<file path="src/rtl/pcu_pkg.sv">
package pcu_pkg;

    localparam int INSTR_W = 16;
    localparam int ADDR_W  = 12;
    localparam int WIN_W   = 10;
    localparam int OFF_W   = 5;
    localparam int RSEL_W  = 5;
    localparam int RVAL_W  = 4;

    typedef enum logic [3:0] {
        OP_STEP,
        OP_JMP,
        OP_CALL,
        OP_RET,
        OP_COND,
        OP_BITSKIP,
        OP_EQSKIP,
        OP_IND,
        OP_WAIT
    } op_kind_e;

    typedef struct packed {
        op_kind_e            kind;
        logic [ADDR_W-1:0]   abs_tgt;
        logic [WIN_W-1:0]    win_addr;
        logic [1:0]          sel2;
        logic [OFF_W-1:0]    offset;
        logic [RSEL_W-1:0]   reg_addr;
    } dec_s;

endpackage

</file>
<file path="src/rtl/pcu_decode.sv">
module pcu_decode
    import pcu_pkg::*;
(
    input  logic [INSTR_W-1:0] instr,
    output dec_s               dec
);

    localparam logic [INSTR_W-1:0] RET_WORD = 16'hB000;

    always_comb begin
        dec          = '0;
        dec.abs_tgt  = instr[ADDR_W-1:0];
        dec.win_addr = instr[WIN_W-1:0];
        dec.sel2     = instr[11:10];
        dec.offset   = instr[OFF_W-1:0];
        dec.reg_addr = instr[9:5];
        case (instr[15:12])
            4'hC:    dec.kind = OP_JMP;
            4'hA:    dec.kind = OP_CALL;
            4'hD:    dec.kind = OP_COND;
            4'hE:    dec.kind = OP_BITSKIP;
            4'hF:    dec.kind = OP_EQSKIP;
            4'hB: begin
                if (instr == RET_WORD)          dec.kind = OP_RET;
                else if (instr[11:10] == 2'b10) dec.kind = OP_IND;
                else if (instr[11:10] == 2'b11) dec.kind = OP_WAIT;
                else                            dec.kind = OP_STEP;
            end
            default: dec.kind = OP_STEP;
        endcase
    end

endmodule

</file>
<file path="src/rtl/pcu_next.sv">
module pcu_next
    import pcu_pkg::*;
#(
    parameter logic [ADDR_W-1:0] WIN_BASE = 12'hC00
)(
    input  dec_s               dec,
    input  logic [ADDR_W-1:0]  pc_cur,
    input  logic               flag_z,
    input  logic               flag_c,
    input  logic [RVAL_W-1:0]  reg_val,
    input  logic               evt_nz,
    input  logic [ADDR_W-1:0]  ret_addr,
    output logic [ADDR_W-1:0]  pc_nxt,
    output logic [ADDR_W-1:0]  push_addr,
    output logic               push,
    output logic               pop
);

    logic [ADDR_W-1:0] pc_inc;
    logic [ADDR_W-1:0] pc_skip;
    logic [ADDR_W-1:0] pc_ind;
    logic [ADDR_W-1:0] pc_win;
    logic              cond_ok;
    logic              bit_ok;
    logic              eq_ok;

    always_comb begin
        pc_inc  = pc_cur + ADDR_W'(1);
        pc_skip = pc_cur + ADDR_W'(dec.offset);
        pc_ind  = pc_cur + ADDR_W'(reg_val);
        pc_win  = ADDR_W'(dec.win_addr) + WIN_BASE;
        case (dec.sel2)
            2'b00:   cond_ok = flag_z;
            2'b01:   cond_ok = !flag_z;
            2'b10:   cond_ok = flag_c;
            default: cond_ok = !flag_c;
        endcase
        bit_ok = reg_val[dec.sel2];
        eq_ok  = (reg_val == RVAL_W'(dec.sel2));

        pc_nxt    = pc_inc;
        push_addr = pc_inc;
        push      = 1'b0;
        pop       = 1'b0;
        case (dec.kind)
            OP_JMP:     pc_nxt = dec.abs_tgt;
            OP_CALL: begin
                pc_nxt = dec.abs_tgt;
                push   = 1'b1;
            end
            OP_RET: begin
                pc_nxt = ret_addr;
                pop    = 1'b1;
            end
            OP_COND:    if (cond_ok) pc_nxt = pc_win;
            OP_BITSKIP: if (bit_ok)  pc_nxt = pc_skip;
            OP_EQSKIP:  if (eq_ok)   pc_nxt = pc_skip;
            OP_IND:     pc_nxt = pc_ind;
            OP_WAIT:    if (!evt_nz) pc_nxt = pc_cur;
            default:    pc_nxt = pc_inc;
        endcase
    end

endmodule

</file>
<file path="src/rtl/pcu_ret_stack.sv">
module pcu_ret_stack #(
    parameter int DEPTH = 4,
    parameter int W     = 12
)(
    input  logic         clk,
    input  logic         rst_n,
    input  logic         push,
    input  logic         pop,
    input  logic [W-1:0] push_addr,
    output logic [W-1:0] top_addr
);

    localparam int PTR_W = (DEPTH > 1) ? $clog2(DEPTH) : 1;
    localparam int CNT_W = $clog2(DEPTH + 1);
    localparam logic [PTR_W-1:0] PTR_LAST = PTR_W'(DEPTH - 1);
    localparam logic [CNT_W-1:0] CNT_FULL = CNT_W'(DEPTH);

    typedef struct packed {
        logic [DEPTH-1:0][W-1:0] slot;
        logic [PTR_W-1:0]        wr_ptr;
        logic [CNT_W-1:0]        used;
    } stk_s;

    stk_s stk_d, stk_q;
    logic [PTR_W-1:0] top_idx;

    always_comb begin
        top_idx  = (stk_q.wr_ptr == '0) ? PTR_LAST : stk_q.wr_ptr - PTR_W'(1);
        top_addr = (stk_q.used == '0) ? '0 : stk_q.slot[top_idx];

        stk_d = stk_q;
        if (push) begin
            stk_d.slot[stk_q.wr_ptr] = push_addr;
            stk_d.wr_ptr = (stk_q.wr_ptr == PTR_LAST) ? '0 : stk_q.wr_ptr + PTR_W'(1);
            if (stk_q.used != CNT_FULL) stk_d.used = stk_q.used + CNT_W'(1);
        end else if (pop && stk_q.used != '0) begin
            stk_d.wr_ptr = top_idx;
            stk_d.used   = stk_q.used - CNT_W'(1);
        end
    end

    always_ff @(posedge clk) begin
        if (!rst_n) stk_q <= '0;
        else        stk_q <= stk_d;
    end

endmodule

</file>
<file path="src/rtl/seq_pc_unit.sv">
module seq_pc_unit
    import pcu_pkg::*;
#(
    parameter int                STACK_DEPTH = 4,
    parameter logic [ADDR_W-1:0] WIN_BASE    = 12'hC00
)(
    input  logic               clk,
    input  logic               rst_n,
    input  logic [INSTR_W-1:0] instr,
    input  logic               flag_z,
    input  logic               flag_c,
    input  logic [RVAL_W-1:0]  reg_val,
    input  logic               evt_nz,
    output logic [RSEL_W-1:0]  reg_sel,
    output logic [ADDR_W-1:0]  pc
);

    typedef struct packed {
        logic [ADDR_W-1:0] pc;
    } pc_s;

    pc_s  st_d, st_q;
    dec_s dec;
    logic [ADDR_W-1:0] pc_nxt;
    logic [ADDR_W-1:0] push_addr;
    logic [ADDR_W-1:0] ret_addr;
    logic              push;
    logic              pop;

    pcu_decode u_dec (
        .instr (instr),
        .dec   (dec)
    );

    pcu_next #(.WIN_BASE(WIN_BASE)) u_next (
        .dec       (dec),
        .pc_cur    (st_q.pc),
        .flag_z    (flag_z),
        .flag_c    (flag_c),
        .reg_val   (reg_val),
        .evt_nz    (evt_nz),
        .ret_addr  (ret_addr),
        .pc_nxt    (pc_nxt),
        .push_addr (push_addr),
        .push      (push),
        .pop       (pop)
    );

    pcu_ret_stack #(.DEPTH(STACK_DEPTH), .W(ADDR_W)) u_stack (
        .clk       (clk),
        .rst_n     (rst_n),
        .push      (push),
        .pop       (pop),
        .push_addr (push_addr),
        .top_addr  (ret_addr)
    );

    always_comb begin
        st_d    = st_q;
        st_d.pc = pc_nxt;
        reg_sel = dec.reg_addr;
        pc      = st_q.pc;
    end

    always_ff @(posedge clk) begin
        if (!rst_n) st_q <= '0;
        else        st_q <= st_d;
    end

endmodule

</file>
<file path="config.mk">
export PLATFORM = sky130hd
export DESIGN_NAME = seq_pc_unit
export DESIGN_NICKNAME = d
export VERILOG_FILES = /design/src/rtl/pcu_pkg.sv /design/src/rtl/pcu_decode.sv /design/src/rtl/pcu_next.sv /design/src/rtl/pcu_ret_stack.sv /design/src/rtl/seq_pc_unit.sv
export SDC_FILE = /design/constraint.sdc
export NUM_CORES = 1
export LEC_CHECK = 0
export BUFFER_PORTS_ARGS = -buffer_cell sky130_fd_sc_hd__buf_2
export CORE_MARGIN = 5
export CORE_UTILIZATION = 40
export CTS_CLUSTER_DIAMETER = 40
export CTS_CLUSTER_SIZE = 25
export DETAILED_ROUTE_END_ITERATION = 8
export SLEW_MARGIN = 20
export SYNTH_ARGS = -nofsm -noshare
export SYNTH_HDL_FRONTEND = slang
export SYNTH_HIERARCHICAL = 1
export SYNTH_SLANG_ARGS = --single-unit
</file>
<file path="constraint.sdc">
create_clock -name clk -period 8.5 [get_ports clk]
set_clock_uncertainty 0.2 [all_clocks]
set_input_delay 0.425 -clock clk [delete_from_list [all_inputs] [get_ports clk]]
set_output_delay 0.425 -clock clk [all_outputs]
set_load 0.01 [all_outputs]
</file>
After elaboration in Yosys (flattened, before gate mapping)
Index checks and enable logic that the tools add are counted.
{"block": "totals", "in_bits": 25, "register_bits": 65}
{"block": "classes", "muxes": 25, "n_eq_ne": 23, "magnitude_cmp": 4, "n_reduce_logical": 11, "addsub": 8}
{"op": "12-bit 2-to-1 mux", "count": 7}
{"op": "12-bit one-hot mux with 7 select lines", "count": 1}
{"op": "48-bit bitwise mux", "count": 1}
{"op": "4-bit equality test (second input constant)", "count": 7}
{"op": "12-bit binary-select mux with 2-bit select", "count": 1}
{"op": "12-bit demux with 2-bit select", "count": 1}
{"op": "4-bit one-hot mux with 6 select lines", "count": 1}
{"op": "16-bit equality test (second input constant)", "count": 1}
{"op": "4-bit by 3-bit equality test with 1-bit output (second input constant)", "count": 4}
{"op": "11-bit by 11-bit adder with 12-bit output (second input constant)", "count": 1}
{"op": "12-bit by 1-bit adder with 12-bit output (second input constant)", "count": 1}
{"op": "12-bit by 4-bit adder with 12-bit output", "count": 1}
{"op": "12-bit by 5-bit adder with 12-bit output", "count": 1}
{"op": "4-bit 2-to-1 mux", "count": 3}
{"op": "5-bit 2-to-1 mux", "count": 2}
{"op": "2-bit by 3-bit < comparator with 1-bit output (second input constant)", "count": 3}
{"op": "4-bit by 2-bit equality test with 1-bit output (second input constant)", "count": 2}
{"op": "2-bit equality test (second input constant)", "count": 3}
{"op": "4-bit by 1-bit equality test with 1-bit output (second input constant)", "count": 1}
{"op": "4-bit by 2-bit equality test with 1-bit output", "count": 1}
{"op": "2-bit zero test", "count": 2}
{"op": "2-bit 2-to-1 mux", "count": 2}
{"op": "3-bit by 1-bit adder with 3-bit output (second input constant)", "count": 1}
{"op": "3-bit zero test", "count": 1}
{"op": "other kinds (18)", "count": 22}

Depth between registers and ports, before layout
{"block": "depth", "word_depth": 10, "ltp_mapped": 14, "depth_no_buf": 11}

Cells and area by module
The synthesis kept the hierarchy.
{"module": "pcu_ret_stack", "n_inst": 1, "cells_each": 281, "area_per_inst_um2": 2504.9}
{"module": "pcu_next", "n_inst": 1, "cells_each": 332, "area_per_inst_um2": 2287.2}
{"module": "pcu_decode", "n_inst": 1, "cells_each": 50, "area_per_inst_um2": 366.6}
{"module": "seq_pc_unit", "n_inst": 1, "cells_each": 25, "area_per_inst_um2": 336.6}

Worst setup path before layout
No wires, ideal clock.
{"block": "synth_path", "path_type": "in2reg", "from": "input port instr[5]", "to": "register u_stack/stk_q[2] (netlist bit)", "stages": 12, "slack_ns": 5.414, "path_buffers": 2, "t_arrival_ns": 2.815, "required_time_ns": 8.228, "path_cell_list": "nor4_1 > a31oi_1 > o31ai_1 > nand2b_1 > nor3_1 > buf_2 > buf_2 > inv_1 > fa_1 > xor2_1 > a211oi_1 > mux2i_1"}
{"item": "from (decl)", "line_no": "seq_pc_unit.sv:9", "text": "input logic [INSTR_W-1:0] instr,"}
{"item": "to (signal assigned)", "line_no": "pcu_ret_stack.sv:44", "text": "else stk_q <= stk_d;"}
{"item": "to (decl)", "line_no": "pcu_ret_stack.sv:24", "text": "stk_s stk_d, stk_q;"}

==> impl_metrics.json <==
{
  "status": "completed",
  "dpl_worst_slack_ps": 4780,
  "fillers": 1372,
  "antenna_found_initial": 0,
  "postCtsHoldBufs": 0,
  "gp_congestion": 0.934,
  "die_h_um": 127,
  "yosysWarnings": 6,
  "root_buffer": "clkbuf_16",
  "min_from": "u_stack/stk_q[7]",
  "worstSetupPathType": "input port to register",
  "gr-usage-met1_pct": 27.1,
  "synthDistinctLibCells": 81,
  "async_reset_ff_share_pct": 0,
  "wl_per_cell_um": 19.7,
  "setup-tns-final_ps": 0,
  "p_leak_nw": 2.03,
  "slew_headroom_pct": 28.5,
  "via_per_inst": 6.04,
  "whs_endpoint": "u_stack/stk_q[7]",
  "areaGrowthSynthToFinish_pct": 5.46,
  "hold_path_class": "register to register",
  "die_x_um": 127,
  "io_pins": 42,
  "grt_most_used_layer": "met2",
  "p_total_w": 0.000923,
  "arrival_ps": 3510,
  "use_met3_pct": 3.84,
  "setup_ws_ps": 5060,
  "start_util_pct": 41.2,
  "synth_ff_type": "dfxtp_1",
  "grt_max_degree": 67,
  "io_buffers": 41,
  "seq_area_frac_synth_pct": 23.7,
  "synth_edf_count": 0,
  "period_minus_slack_ps": 3440,
  "met2_usage_pct": 34.3,
  "r2r_end": "pc[5]",
  "synth_nets": 730,
  "htree_levels": 3,
  "fin_cells": 849,
  "antenna_cells": 0,
  "cts_sinks": 65,
  "rsz0062_at_grt": "false",
  "cts_resized": 0,
  "clockBufferDepth": 2,
  "hold_viol": 0,
  "row_count": 42,
  "hpwl_um": 11700,
  "post_cts_buffers": 0,
  "fin_area_um2": 5800,
  "dpl-instance-area_um2": 5510,
  "clk_pin_slew_ps": 50,
  "core-area_um2": 13300,
  "ant_nets": 0,
  "netlist_area_um2": 5500,
  "r2r_setup_slack_ps": 5120,
  "vias": 5129,
  "min_path_cells": 2,
  "cp_max_fo": 31,
  "drc": 0,
  "period_share_pct": 40.5,
  "worstMarginPinSlew_ps": 1060,
  "drv_cap": 0,
  "critical_path_required_ps": 8570,
  "synthCells": 688,
  "drive_gt1_share_pct": 15.9,
  "first_global_vias": 4935,
  "max_freq_ghz": 0.290,
  "grtUsageTotal_pct": 20.8,
  "grt_pass1_wl_um": 26700,
  "place_inst": 833,
  "drt-total-wl_um": 16700,
  "cts_tree": "yes",
  "p_per_area_nw_per_um2": 159,
  "fin_nets": 710,
  "ir_drop_v": 0.000109,
  "setup_violations": 0,
  "synth-seq-cells": 65,
  "cts_inserted_buffers": 9,
  "r2r_cells": 10,
  "die_area_um2": 16200,
  "firstDrtPassIters": 5,
  "start_kind": "input port",
  "worst_setup_path_end_kind": "register",
  "reg2reg_from": "u_stack/stk_q[4]",
  "drtIter0Drc": 611,
  "clock_latency_ps": 340,
  "slew_violations": 0,
  "gr-total-overflow": 0,
  "synth_area_per_cell_um2": 7.99
}
cells in the mapped netlist, types with 4 or more instances:
master     count  area share [%]
a211oi_1      17             2.3
a21boi_0      49             6.7
a21o_1         5            0.68
a21oi_1       18             1.6
a2bb2oi_1      4            0.64
and2_1        12             1.4
and2_2         8             1.1
buf_2         21             1.9
buf_4         36             4.9
buf_6          4            0.82
clkbuf_1      17             1.2
dfxtp_1       65              24
ha_1          14             3.2
inv_1         16             1.1
mux2i_1       16             2.9
mux4_2        13             5.3
nand2_1      136             9.3
nand2b_1       6            0.68
nand3_1       12             1.1
nand4_1        4            0.46
nor2_1        32             2.2
nor2b_1       16             1.8
nor3_1        14             1.3
nor3b_1        5            0.68
o211ai_1       9             1.2
o21ai_0       22             2.0
o22ai_1        7            0.80
xnor2_1       17             2.7
xor2_1        13             2.1
placed cells by master (no fill, tap or decap), types with 4 or more instances in the layout:
master and n:
nor2_1 32, nand2_1 136, and2_1 12, buf_4 7, and2_2 8, o21ai_0 22
mux4_2 13, a21o_1 5, a211oi_1 17, mux2i_1 16, nand2b_1 6, nor3b_1 5
nand4_1 4, a21boi_0 49, clkbuf_16 9, inv_1 16, o22ai_1 7, dfxtp_1 65
xor2_1 13, nor3_1 14, ha_1 14, buf_2 41, nor2b_1 16, nand3_1 12
a21oi_1 18, xnor2_1 17, a2bb2oi_1 4, o211ai_1 9
worst max-delay path: stages:
cell,delay [ps]
buf_2,150
nor4_1,290
a31oi_1,240
o31ai_4,260
buf_4,340
nand2b_1,170
nor3_1,230
buf_4,270
inv_1,100
fa_1,440
xor2_1,150
a211oi_1,230
mux2i_1,200
metrics by stage:
stage	hold slack, ps	utilization [%]
after floorplan	240	-
after global placement	250	41.3
after detailed placement	260	41.3
after CTS	268	43.4
after global routing	293	43.4
final	268	43.4
report_power, final:
part | internal, W | total [W] | switching [W]
Clock | 0.000206 | 0.000353 | 0.000147
Sequential | 0.000315 | 0.000341 | 0.0000260
Combinational | 0.0000879 | 0.000230 | 0.000142
Total | 0.000609 | 0.000923 | 0.000315
cell type report:
type	count	area, um^2	share of cell area, %
Sequential cell	65	1300	22.5
Clock inverter	6	42.5	0.734
Clock buffer	10	239	4.12
Timing Repair Buffer	48	258	4.45
Multi-Input combinational cell	528	3670	63.4
Inverter	16	60.1	1.04
Tap cell	176	220	3.80
worst max path at each step:
stage	startpoint	end	cells past startpoint	slack [ps]
2_1_floorplan	instr[5]	u_stack/stk_q[2]	12	5410
3_3_place_gp	instr[1]	u_stack/stk_q[2]	13	4830
3_5_place_dp	instr[4]	u_stack/stk_q[2]	13	4780
4_1_cts	instr[4]	u_stack/stk_q[2]	13	5110
5_1_grt	instr[4]	u_stack/stk_q[2]	13	4770
6_report	instr[4]	u_stack/stk_q[2]	13	5060
sequential cells by signal, summed over array words and instances, names as in the netlist:
name,cells
u_stack/stk_q,53
pc,12
routing by layer:
metal / part of all wire (%) / vias up
met5: 0 / -
met4: 3.0 / 0
met3: 7.5 / 46
met2: 47 / 259
met1: 42 / 2443
li1: - / 2381
logic make-up (layout without fill, tap and decap cells):
family / after synthesis / count (layout) / synth area share (%)
flops: 65 / 65 / 23.7
compound gates: 175 / 175 / 23.1
mux: 31 / 31 / 8.86
xor+xnor: 32 / 32 / 5.58
buf+inv: 95 / 80 / 9.97
fa+ha+maj: 17 / 17 / 4.28
simple gates: 273 / 273 / 24.6
Note: power is estimated with default switching activity, not from simulation.
